===== src/rtl/vps_pkg.sv =====
package vps_pkg;
  typedef enum logic [1:0] {
    OP_ADD = 2'd0,
    OP_XOR = 2'd1,
    OP_ACC = 2'd2,
    OP_DLY = 2'd3
  } op_e;
endpackage


===== src/rtl/vps_sched.sv =====
module vps_sched #(
  parameter int NP = 3,
  parameter int NV = 5,
  localparam int SW = (NP > 1) ? $clog2(NP) : 1,
  localparam int VW = (NV > 1) ? $clog2(NV) : 1
) (
  input  logic          clk_i,
  input  logic          rst_ni,
  input  logic          start_i,
  output logic          run_o,
  output logic [SW-1:0] sidx_o,
  output logic [VW-1:0] vidx_o
);
  logic          run_q;
  logic [SW-1:0] sidx_q;
  logic [VW-1:0] vidx_q;

  always_ff @(posedge clk_i or negedge rst_ni) begin
    if (!rst_ni) begin
      run_q  <= 1'b0;
      sidx_q <= '0;
      vidx_q <= '0;
    end else if (!run_q) begin
      if (start_i) run_q <= 1'b1;
    end else begin
      sidx_q <= (int'(sidx_q) == NP-1) ? '0 : sidx_q + 1'b1;
      vidx_q <= (int'(vidx_q) == NV-1) ? '0 : vidx_q + 1'b1;
    end
  end

  assign run_o  = run_q;
  assign sidx_o = sidx_q;
  assign vidx_o = vidx_q;

  assert_stripe_rr_R2: assert property (@(posedge clk_i) disable iff (!rst_ni)
    run_q |=> (int'(sidx_q) == ((int'($past(sidx_q)) + 1) % NP)));
  assert_vstage_rr_R2: assert property (@(posedge clk_i) disable iff (!rst_ni)
    run_q |=> (int'(vidx_q) == ((int'($past(vidx_q)) + 1) % NV)));
  assert_stays_running_R2: assert property (@(posedge clk_i) disable iff (!rst_ni)
    run_q |=> run_q);
endmodule


===== src/rtl/vps_state_mem.sv =====
module vps_state_mem #(
  parameter int NV = 5,
  parameter int W  = 8,
  localparam int VW = (NV > 1) ? $clog2(NV) : 1
) (
  input  logic          clk_i,
  input  logic          rst_ni,
  input  logic          we_i,
  input  logic [VW-1:0] waddr_i,
  input  logic [W-1:0]  wdata_i,
  input  logic [VW-1:0] raddr_i,
  output logic [W-1:0]  rdata_o
);
  logic [W-1:0] mem_q [NV];

  for (genvar v = 0; v < NV; v++) begin : g_ent
    always_ff @(posedge clk_i or negedge rst_ni) begin
      if (!rst_ni)                              mem_q[v] <= '0;
      else if (we_i && int'(waddr_i) == v)      mem_q[v] <= wdata_i;
    end
  end

  assign rdata_o = mem_q[raddr_i];

  // restore never reads the entry being saved in the same cycle
  assert_no_rw_clash_R6: assert property (@(posedge clk_i) disable iff (!rst_ni)
    we_i |-> (waddr_i != raddr_i));
endmodule


===== src/rtl/vps_stripe.sv =====
module vps_stripe
  import vps_pkg::*;
#(
  parameter int W  = 8,
  parameter int VW = 3
) (
  input  logic          clk_i,
  input  logic          rst_ni,
  input  logic          cfg_en_i,
  input  op_e           cfg_op_i,
  input  logic [W-1:0]  cfg_k_i,
  input  logic [VW-1:0] cfg_vs_i,
  input  logic [W-1:0]  restore_i,
  input  logic [W-1:0]  in_dat_i,
  input  logic          in_val_i,
  output logic          res_o,
  output logic          act_o,
  output logic [VW-1:0] vs_o,
  output logic [W-1:0]  st_o,
  output logic [W-1:0]  y_o,
  output logic [W-1:0]  dat_o,
  output logic          val_o
);
  logic          res_q, val_q;
  op_e           op_q;
  logic [W-1:0]  k_q, st_q, dat_q, y, st_n;
  logic [VW-1:0] vs_q;
  logic          act;

  assign act = res_q && !cfg_en_i;

  always_comb begin
    y    = in_dat_i;
    st_n = st_q;
    unique case (op_q)
      OP_ADD: y = in_dat_i + k_q;
      OP_XOR: y = in_dat_i ^ k_q;
      OP_ACC: begin st_n = st_q + in_dat_i; y = st_n; end
      OP_DLY: begin y = st_q; st_n = in_dat_i; end
      default: y = in_dat_i;
    endcase
  end

  always_ff @(posedge clk_i or negedge rst_ni) begin
    if (!rst_ni) begin
      res_q <= 1'b0;
      val_q <= 1'b0;
      op_q  <= OP_ADD;
      k_q   <= '0;
      st_q  <= '0;
      dat_q <= '0;
      vs_q  <= '0;
    end else if (cfg_en_i) begin
      res_q <= 1'b1;
      op_q  <= cfg_op_i;
      k_q   <= cfg_k_i;
      vs_q  <= cfg_vs_i;
      st_q  <= restore_i;
    end else if (res_q) begin
      val_q <= in_val_i;
      if (in_val_i) begin
        dat_q <= y;
        st_q  <= st_n;
      end
    end
  end

  assign res_o = res_q;
  assign act_o = act;
  assign vs_o  = vs_q;
  assign st_o  = st_q;
  assign y_o   = y;
  assign dat_o = dat_q;
  assign val_o = val_q;

  assert_cfg_holds_output_R9: assert property (@(posedge clk_i) disable iff (!rst_ni)
    cfg_en_i |=> ($stable(dat_q) && $stable(val_q)));
  assert_state_on_valid_R6: assert property (@(posedge clk_i) disable iff (!rst_ni)
    (res_q && !cfg_en_i && !in_val_i) |=> $stable(st_q));
endmodule


===== src/rtl/vps_pipe.sv =====
module vps_pipe
  import vps_pkg::*;
#(
  parameter int W  = 8,
  parameter int NP = 3,
  parameter int NV = 5,
  localparam int CW = W + 2,
  localparam int SW = (NP > 1) ? $clog2(NP) : 1,
  localparam int VW = (NV > 1) ? $clog2(NV) : 1
) (
  input  logic           clk_i,
  input  logic           rst_ni,
  input  logic           start_i,
  input  logic [NV*CW-1:0] cfg_i,
  input  logic [W-1:0]   in_data_i,
  input  logic           in_valid_i,
  output logic           in_ready_o,
  output logic [W-1:0]   out_data_o,
  output logic           out_valid_o
);
  logic          run;
  logic [SW-1:0] sidx;
  logic [VW-1:0] vidx;
  logic [CW-1:0] cfg_word;
  logic [W-1:0]  restore;

  logic [NP-1:0] cfg_en, res, act, val, head_act, tail_hit, in_val;
  logic [VW-1:0] vs  [NP];
  logic [W-1:0]  st  [NP];
  logic [W-1:0]  y   [NP];
  logic [W-1:0]  dat [NP];
  logic [W-1:0]  in_dat [NP];

  vps_sched #(.NP(NP), .NV(NV)) u_sched (
    .clk_i, .rst_ni, .start_i,
    .run_o(run), .sidx_o(sidx), .vidx_o(vidx)
  );

  // full stripe configuration fetched in one cycle
  assign cfg_word = cfg_i[int'(vidx)*CW +: CW];

  vps_state_mem #(.NV(NV), .W(W)) u_mem (
    .clk_i, .rst_ni,
    .we_i    (run && res[sidx]),
    .waddr_i (vs[sidx]),
    .wdata_i (st[sidx]),
    .raddr_i (vidx),
    .rdata_o (restore)
  );

  for (genvar k = 0; k < NP; k++) begin : g_stripe
    localparam int PRED = (k + NP - 1) % NP;
    logic is_head;

    assign cfg_en[k]   = run && (int'(sidx) == k);
    assign is_head     = (vs[k] == '0);
    assign in_dat[k]   = is_head ? in_data_i  : dat[PRED];
    assign in_val[k]   = is_head ? in_valid_i : val[PRED];
    assign head_act[k] = act[k] && is_head;
    assign tail_hit[k] = act[k] && (int'(vs[k]) == NV-1);

    vps_stripe #(.W(W), .VW(VW)) u_stripe (
      .clk_i, .rst_ni,
      .cfg_en_i  (cfg_en[k]),
      .cfg_op_i  (op_e'(cfg_word[CW-1 -: 2])),
      .cfg_k_i   (cfg_word[W-1:0]),
      .cfg_vs_i  (vidx),
      .restore_i (restore),
      .in_dat_i  (in_dat[k]),
      .in_val_i  (in_val[k]),
      .res_o     (res[k]),
      .act_o     (act[k]),
      .vs_o      (vs[k]),
      .st_o      (st[k]),
      .y_o       (y[k]),
      .dat_o     (dat[k]),
      .val_o     (val[k])
    );
  end

  assign in_ready_o = |head_act;

  logic [W-1:0] tail_y;
  logic         tail_v;
  always_comb begin
    tail_y = '0;
    tail_v = 1'b0;
    for (int k = 0; k < NP; k++) begin
      if (tail_hit[k]) begin
        tail_y = y[k];
        tail_v = in_val[k];
      end
    end
  end

  logic [W-1:0] out_q;
  logic         out_v_q;
  always_ff @(posedge clk_i or negedge rst_ni) begin
    if (!rst_ni) begin
      out_q   <= '0;
      out_v_q <= 1'b0;
    end else begin
      out_v_q <= tail_v;
      if (tail_v) out_q <= tail_y;
    end
  end

  assign out_data_o  = out_q;
  assign out_valid_o = out_v_q;

  assert_one_cfg_R2: assert property (@(posedge clk_i) disable iff (!rst_ni)
    $countones(cfg_en) == (run ? 1 : 0));
  assert_single_head_R3: assert property (@(posedge clk_i) disable iff (!rst_ni)
    $onehot0(head_act));
  assert_single_tail_R5: assert property (@(posedge clk_i) disable iff (!rst_ni)
    $onehot0(tail_hit));
  assert_out_from_tail_R8: assert property (@(posedge clk_i) disable iff (!rst_ni)
    $rose(out_v_q) |-> $past(|tail_hit));
  assert_idle_before_start_R1: assert property (@(posedge clk_i) disable iff (!rst_ni)
    !run |-> (!in_ready_o && res == '0));
endmodule


===== config.mk =====
export PLATFORM = sky130hd
export DESIGN_NAME = vps_pipe
export DESIGN_NICKNAME = d
export VERILOG_FILES = /design/src/rtl/vps_pkg.sv /design/src/rtl/vps_sched.sv /design/src/rtl/vps_state_mem.sv /design/src/rtl/vps_stripe.sv /design/src/rtl/vps_pipe.sv
export SDC_FILE = /design/constraint.sdc
export NUM_CORES = 1
export LEC_CHECK = 0
export BUFFER_PORTS_ARGS = -buffer_cell sky130_fd_sc_hd__buf_2
export CAP_MARGIN = 20
export CORE_UTILIZATION = 40
export DETAILED_ROUTE_END_ITERATION = 10
export PLACE_DENSITY_LB_ADDON = 0.05
export SYNTH_ARGS = -nofsm -noshare
export SYNTH_HDL_FRONTEND = slang
export SYNTH_SLANG_ARGS = --single-unit

===== constraint.sdc =====
create_clock -name clk_i -period 7.1 [get_ports clk_i]
set_input_delay 1.42 -clock clk_i [delete_from_list [all_inputs] [get_ports clk_i]]
set_output_delay 1.42 -clock clk_i [all_outputs]
set_load 0.1 [all_outputs]

## Word level (Yosys, flattened, before mapping)

Cells that the tools add are included.

| word-level totals | value |
|---|---|
| bits in registers | 148 |
| bits of input ports | 62 |
| output and inout port bits | 10 |
| word-level logic and storage cells | 161 |

| cells by class | value |
|---|---|
| add/sub/neg operators | 8 |
| $mul | 1 |
| magnitude comparators | 3 |
| equality and inequality tests | 19 |
| shifts and indexed selects | 1 |
| mux-type cells | 42 |
| bitwise logic cells | 8 |
| reductions and logical operators | 48 |

Operators with widths:

| cell | number |
|---|---|
| two-way mux 8 bit | 19 |
| case mux 8 bit (4 select lines) | 3 |
| indexed part select 50 x 8 -> 10 bit | 1 |
| adder 8 bit | 6 |
| case mux 8 bit (2 select lines) | 3 |
| binary-select mux 8 bit (select 3 bit) | 1 |
| bitwise XOR 8 bit | 3 |
| equality test 3 bit, second input constant | 7 |
| logical AND 1 bit | 18 |
| AND reduction 3 bit | 6 |
| binary-select mux 8 bit (select 2 bit) | 1 |
| equality test 2 bit, second input constant | 8 |
| zero test 3 bit | 4 |
| nonzero test 2 bit | 6 |
| two-way mux 1 bit | 9 |
| two-way mux 3 bit | 3 |
| nonzero test 3 bit | 3 |
| zero test 2 bit | 4 |
| binary-select mux 3 bit (select 2 bit) | 1 |
| equality test 2 x 1 -> 1 bit, second input constant | 3 |
| multiplier 3 x 3 -> 6 bit, second input constant | 1 |
| AND reduction 2 bit | 3 |
| greater-or-equal comparator 4 bit, second input constant | 1 |
| NOT 3 -> 4 bit | 1 |
| 11 further kinds | 15 |

## Logic depth before layout (Yosys ltp)

| depth | value |
|---|---|
| depth after elaboration | 8 |
| depth in mapped cells | 13 |
| mapped depth without buffers | 12 |

## Modules after synthesis

Synthesis repeated with hierarchy kept, for this count alone.

| unflattened totals | value |
|---|---|
| cell total of the unflattened synthesis | 1071 |
| area, all modules | 10313.6 sq um |

By module, submodules not included:

| module | instances | cells an instance | area each (sq um) | seq. area each (sq um) |
|---|---|---|---|---|
| vps_stripe | 3 | 241 | 2187.1 | 775.7 |
| vps_state_mem | 1 | 128 | 1853.0 | 1001.0 |
| vps_pipe | 1 | 196 | 1621.6 | 225.2 |
| vps_sched | 1 | 24 | 277.8 | 150.1 |

## Worst setup path before layout

Ideal clock, no wire load.

| timing path | value |
|---|---|
| path type | input to register |
| start point | input port in_data_i[0] |
| end point | register out_q[6], in the netlist out_data_o[6] |
| setup time | 0.123 ns |
| data arrival time | 3.892 ns |
| data required time | 6.977 ns |
| path slack | 3.085 ns |
| stages on the path | 11 |
| buffers on the path | 0 |
| cell sequence | mux2_2 ha_1 inv_1 fa_1 nor2b_4 o31a_1 o2111a_1 or4_4 o22a_1 a221o_1 o221a_2 |

| on the way | value |
|---|---|
| cells in the longest elaborated chain, start to end | 6 |
| elaborated cells between the ends (all ways) | 15 |
| classes of those cells | add/sub (6); mux (9) |

RTL lines:

| element | line | text |
|---|---|---|
| start, declared | vps_pipe.sv:15 | `input logic [W-1:0] in_data_i,` |
| two-way mux 8 bit | vps_pipe.sv:57 | `assign in_dat[k] = is_head ? in_data_i : dat[PRED];` |
| adder 8 bit (on tied branches) | vps_stripe.sv:38, vps_stripe.sv:36 |  |
| case mux 8 bit (4 select lines) | vps_stripe.sv:35 | `unique case (op_q)` |
| two-way mux 8 bit (2 in series) | vps_pipe.sv:89 | `if (tail_hit[k]) begin` |
| two-way mux 8 bit (*) | vps_pipe.sv:89 |  |
| end signal, assigned | vps_pipe.sv:104 | `if (tail_v) out_q <= tail_y;` |
| end, declared | vps_pipe.sv:96 | `logic [W-1:0] out_q;` |

Mark *: on every way between the ends. The rest lies on a longest branch, timed or not.
A chain may end at the register's enable or synchronous reset.

## Final worst setup path

| timing path | value |
|---|---|
| start point | register u_sched.sidx_q[1], in the netlist u_sched.sidx_o[1] |
| end point | output port in_ready_o |

| on the way | value |
|---|---|
| cells in the longest elaborated chain, start to end | 6 |
| elaborated cells between the ends (all ways) | 16 |
| classes of those cells | eq/ne (2); reduce/logical (14) |

RTL lines:

| element | line | text |
|---|---|---|
| start, declared | vps_sched.sv:15 | `logic [SW-1:0] sidx_q;` |
| start signal, assigned | vps_sched.sv:26 | `sidx_q <= (int'(sidx_q) == NP-1) ? '0 : sidx_q + 1'b1;` |
| equality test 2 bit / zero test 2 bit (equally long branches) | vps_pipe.sv:55 | `assign cfg_en[k] = run && (int'(sidx) == k);` |
| logical AND 1 bit | vps_pipe.sv:55 |  |
| zero test 1 bit | vps_stripe.sv:30 | `assign act = res_q && !cfg_en_i;` |
| logical AND 1 bit | vps_stripe.sv:30 |  |
| logical AND 1 bit | vps_pipe.sv:59 | `assign head_act[k] = act[k] && is_head;` |
| OR reduction 3 bit (*) | vps_pipe.sv:81 | `assign in_ready_o = \|head_act;` |
| end, declared | vps_pipe.sv:17 | `output logic in_ready_o,` |

Marks and branches as above.

==> impl_results.md <==
* Clk pin slew, worst setup/hold paths at 70 ps
* Average size of a mapped cell at 9.810 sq um
* Detail Route Antenna Nets at 0
* Final min period at 4172 ps
* Vias in the first global route at 7,775
* Worst Path Buf+Inv at 1
* GRT Total Usage at 0.2717
* # fillers at 2,280
* Critical Path Max Stage Delay at 830 ps
* VDD IR-drop max at 0.2028 mV
* Post-Syn Nets at 1,084
* Crit end category: primary output
* DRC at 0
* Final worst path period share at 0.5877
* # rows at 56
* Critical path arrival at 2750 ps
* Leak Pwr at 4.926 nW
* Post-synth EDFFs at 0
* Placed cell count at 1,330
* First-pass detailed-route iteration total at 7
* Cell area after synthesis at 9515 sq um
* TNS Setup at 0 ps
* Clock buffer depth at 2
* Async SR Flop Fraction at 1.000
* Num Clock Sinks at 148
* Non-Filler Instances at 1,363
* Core area at 23,400 sq um
* Fin. max-slew vios at 0
* Total clock buffers created by CTS at 17
* Final setup fails at 0
* Yosys warns at 0
* Seq/Total Area, Yosys at 0.3892
* Initial Util at 0.4066
* Routability congestion estimate at 0.9264
* Total power draw at 6.483 mW
* Worst hold path class: reg2reg
* Cell mode on critical path: nand3_1
* Area Growth Syn to Fin at 14.20%
* Startpoint types: flop
* Initial drt markers at 592
* Max_cap viols at 0
* Cell area after layout at 10,870 sq um
* Share of layout cells above drive strength 1 at 0.2222
* WP data required at 5680 ps
* PD cells at 596.6 nW/um^2
* # diodes at 0
* Wire per inst at 23.23 um
* Final HPWL DP at 24,140 um
* # nets final at 1,145
* Actual slew at the worst max-slew pin at 1029 ps
* Via count at 7,834
* H-tree Lvls at 4
* Most used flip-flop cell after synthesis: dfrtp_1
* Placed Area at 10,200 sq um
* Post-Syn Instances at 970
* DIE WIDTH at 156.2 um
* Die Y at 156.2 um
* Initial antenna violation count at 0
* Slowest CP cell: nor2b_1
* CP Cell Sequence: nor2b_1 > nand2_1 > nand3_1 > nand3_1 > buf_2
* Vias per cell at 5.748
* CTS tree: built
* Gr ovfl total at 0
* Worst hold slack at 479.6 ps
* Share of the synthesized area in the top cell type at 0.3892
* Crit Path Max Fanout at 17
* Root Buffer: clkbuf_16
* Worst-Skew Late Latency at 430 ps
* Largest net degree at the start of global routing at 81
* RSZ-0062 raised after global routing: false
* Post-cts sizing count at 0
* Synth area leaders: dfrtp_1 (39%), mux2_2 (8.3%), ha_1 (6.0%), nand2_1 (5.4%), o21ai_0 (5.0%)
* Post-Route WL at 31,660 um
* Fmax at 239.7 MHz
* Worst path top cell family by delay: simple AND/OR/NAND/NOR gates
* First-pass GRT wire length at 48,080 um
* Flops & latches, synth at 148
* Skew final at 13.03 ps
* Post-synth cell types at 74
* Worst Path Class, Setup: reg2out
* Postcts setup bufs at 0
* Final hold violations at 0
* Hold_buf cts at 0
* Die ar. at 24,410 sq um
* Worst reg-to-reg setup slack at 3050 ps
* IO Port Bufs at 71
* IO Count at 72
* Slew HR at 0.3106
* Outcome: finished clean
* Area leader, netlist: dfrtp_1
## registers in the layout, summed over array words and instances, names as in the netlist
register,flops
out_data_o,8
g_stripe.u_stripe.dat_o,24
out_valid_o,1
g_stripe.u_stripe.k_q,24
g_stripe.u_stripe.res_o,3
g_stripe.u_stripe.st_o,24
u_mem.mem_q,40
g_stripe.u_stripe.val_o,3
u_sched.run_o,1
g_stripe.u_stripe.op_q,6
u_sched.vidx_o,3
g_stripe.u_stripe.vs_o,9
u_sched.sidx_o,2
## cell families after synthesis
logic type	after synthesis	synth area share
AOI/OAI and AO/OA	264	0.1784
xor gates and xnor gates	26	0.02393
adders and majority gates	52	0.07311
buffers and inverters	76	0.03103
DFF	148	0.3892
muxes	116	0.1588
and+or+nand+nor	288	0.1454
## report_power, final
part           switching [mW]  internal (mW)
Sequential              0.351           1.19
Combinational            2.45           1.50
Clock                   0.419          0.571
## worst paths after layout
check / from / to / cells after the start
worst max-delay path: u_sched.sidx_o[1] / in_ready_o / 5
worst min-delay path: g_stripe[0].u_stripe.val_o / g_stripe[0].u_stripe.val_o / 2
worst max register to register: g_stripe[1].u_stripe.vs_o[1] / out_data_o[7] / 11
worst min register to register: g_stripe[0].u_stripe.val_o / g_stripe[0].u_stripe.val_o / 2
max in group asynchronous: rst_ni / g_stripe[1].u_stripe.st_o[1] / 3
min in group asynchronous: rst_ni / g_stripe[2].u_stripe.k_q[0] / 1
## per-layer routing
layer,GRT usage,routed length [um],vias up
li1,-,-,3703
met1,0.3620,14070,3884
met2,0.4441,15120,192
met3,0.03323,1287,55
met4,0.1186,1177,0
met5,0,0,-
## cells in the mapped netlist (3+ instances only)
master,count
a221oi_1,4
xor2_1,7
o21ai_0,95
ha_1,46
and2_1,3
nor3b_1,4
nand3_1,28
o211a_1,5
or3_1,6
a221o_1,11
a22o_1,6
o22ai_1,4
o211ai_1,7
clkinv_1,4
fa_1,6
nor3_2,3
a211oi_1,7
o221ai_1,3
nand3b_1,3
nor2b_1,9
a21o_1,10
mux2i_1,25
mux4_2,21
nand2_1,138
a21oi_1,50
a22oi_1,19
a31oi_1,7
or2_2,5
nand2b_1,5
dfrtp_1,148
o31a_1,5
mux2_2,70
nor3_1,13
and3_1,6
buf_1,3
o21a_1,5
a31o_2,3
clkbuf_1,31
nor2_1,44
inv_1,29
nor4b_1,5
xnor2_1,19
buf_2,8
## per-stage QoR
stage / worst slack, ps / utilization
after CTS: 2923 / 0.4632
after detailed placement: 2865 / 0.4360
final: 2928 / 0.4643
after floorplan: 3085 / -
after global placement: 2883 / 0.4360
after global routing: 2705 / 0.4643
## worst register-to-register path, stage by stage (launching register included)
cell and delay (ps):
dfrtp_1 490, nor3_4 650, mux2i_1 600, inv_1 200
ha_1 250, a211oi_1 260, a21oi_1 130, o41ai_1 330
mux2i_1 160, a311oi_1 500, a221oi_1 180, a211oi_1 210
## placed cells by master, fill, tap and decap left out, types with 6 or more instances in the layout
cell type  Yosys  routed
a221o_1       11      11
buf_2          8      70
nor2_1        44      44
a21o_1        10      10
ha_1          46      46
clkbuf_16      0      17
mux2_2        70      70
or3_1          6       6
mux4_2        21      21
fa_1           6       6
nand2_1      138     138
nor2b_1        9       9
dfrtp_1      148     148
nor3_1        13      12
xnor2_1       19      19
a211oi_1       7       7
a31oi_1        7       7
inv_1         29      29
a21oi_1       50      50
a22oi_1       19      19
o211ai_1       7       7
buf_4          0      12
mux2i_1       25      25
o21ai_0       95      95
and3_1         6       6
xor2_1         7       7
a22o_1         6       6
nand3_1       28      28
## layout make-up
cell class | count | area (sq um) | share of cell area
Multi-Input combinational cell | 746 | 5522 | 0.5081
Sequential cell | 148 | 3704 | 0.3408
Timing Repair Buffer | 84 | 479.2 | 0.04410
Clock buffer | 17 | 425.4 | 0.03915
Tap cell | 319 | 399.1 | 0.03673
Clock inverter | 15 | 210.2 | 0.01934
Inverter | 34 | 127.6 | 0.01174
Power figures use the tool's default switching activity.
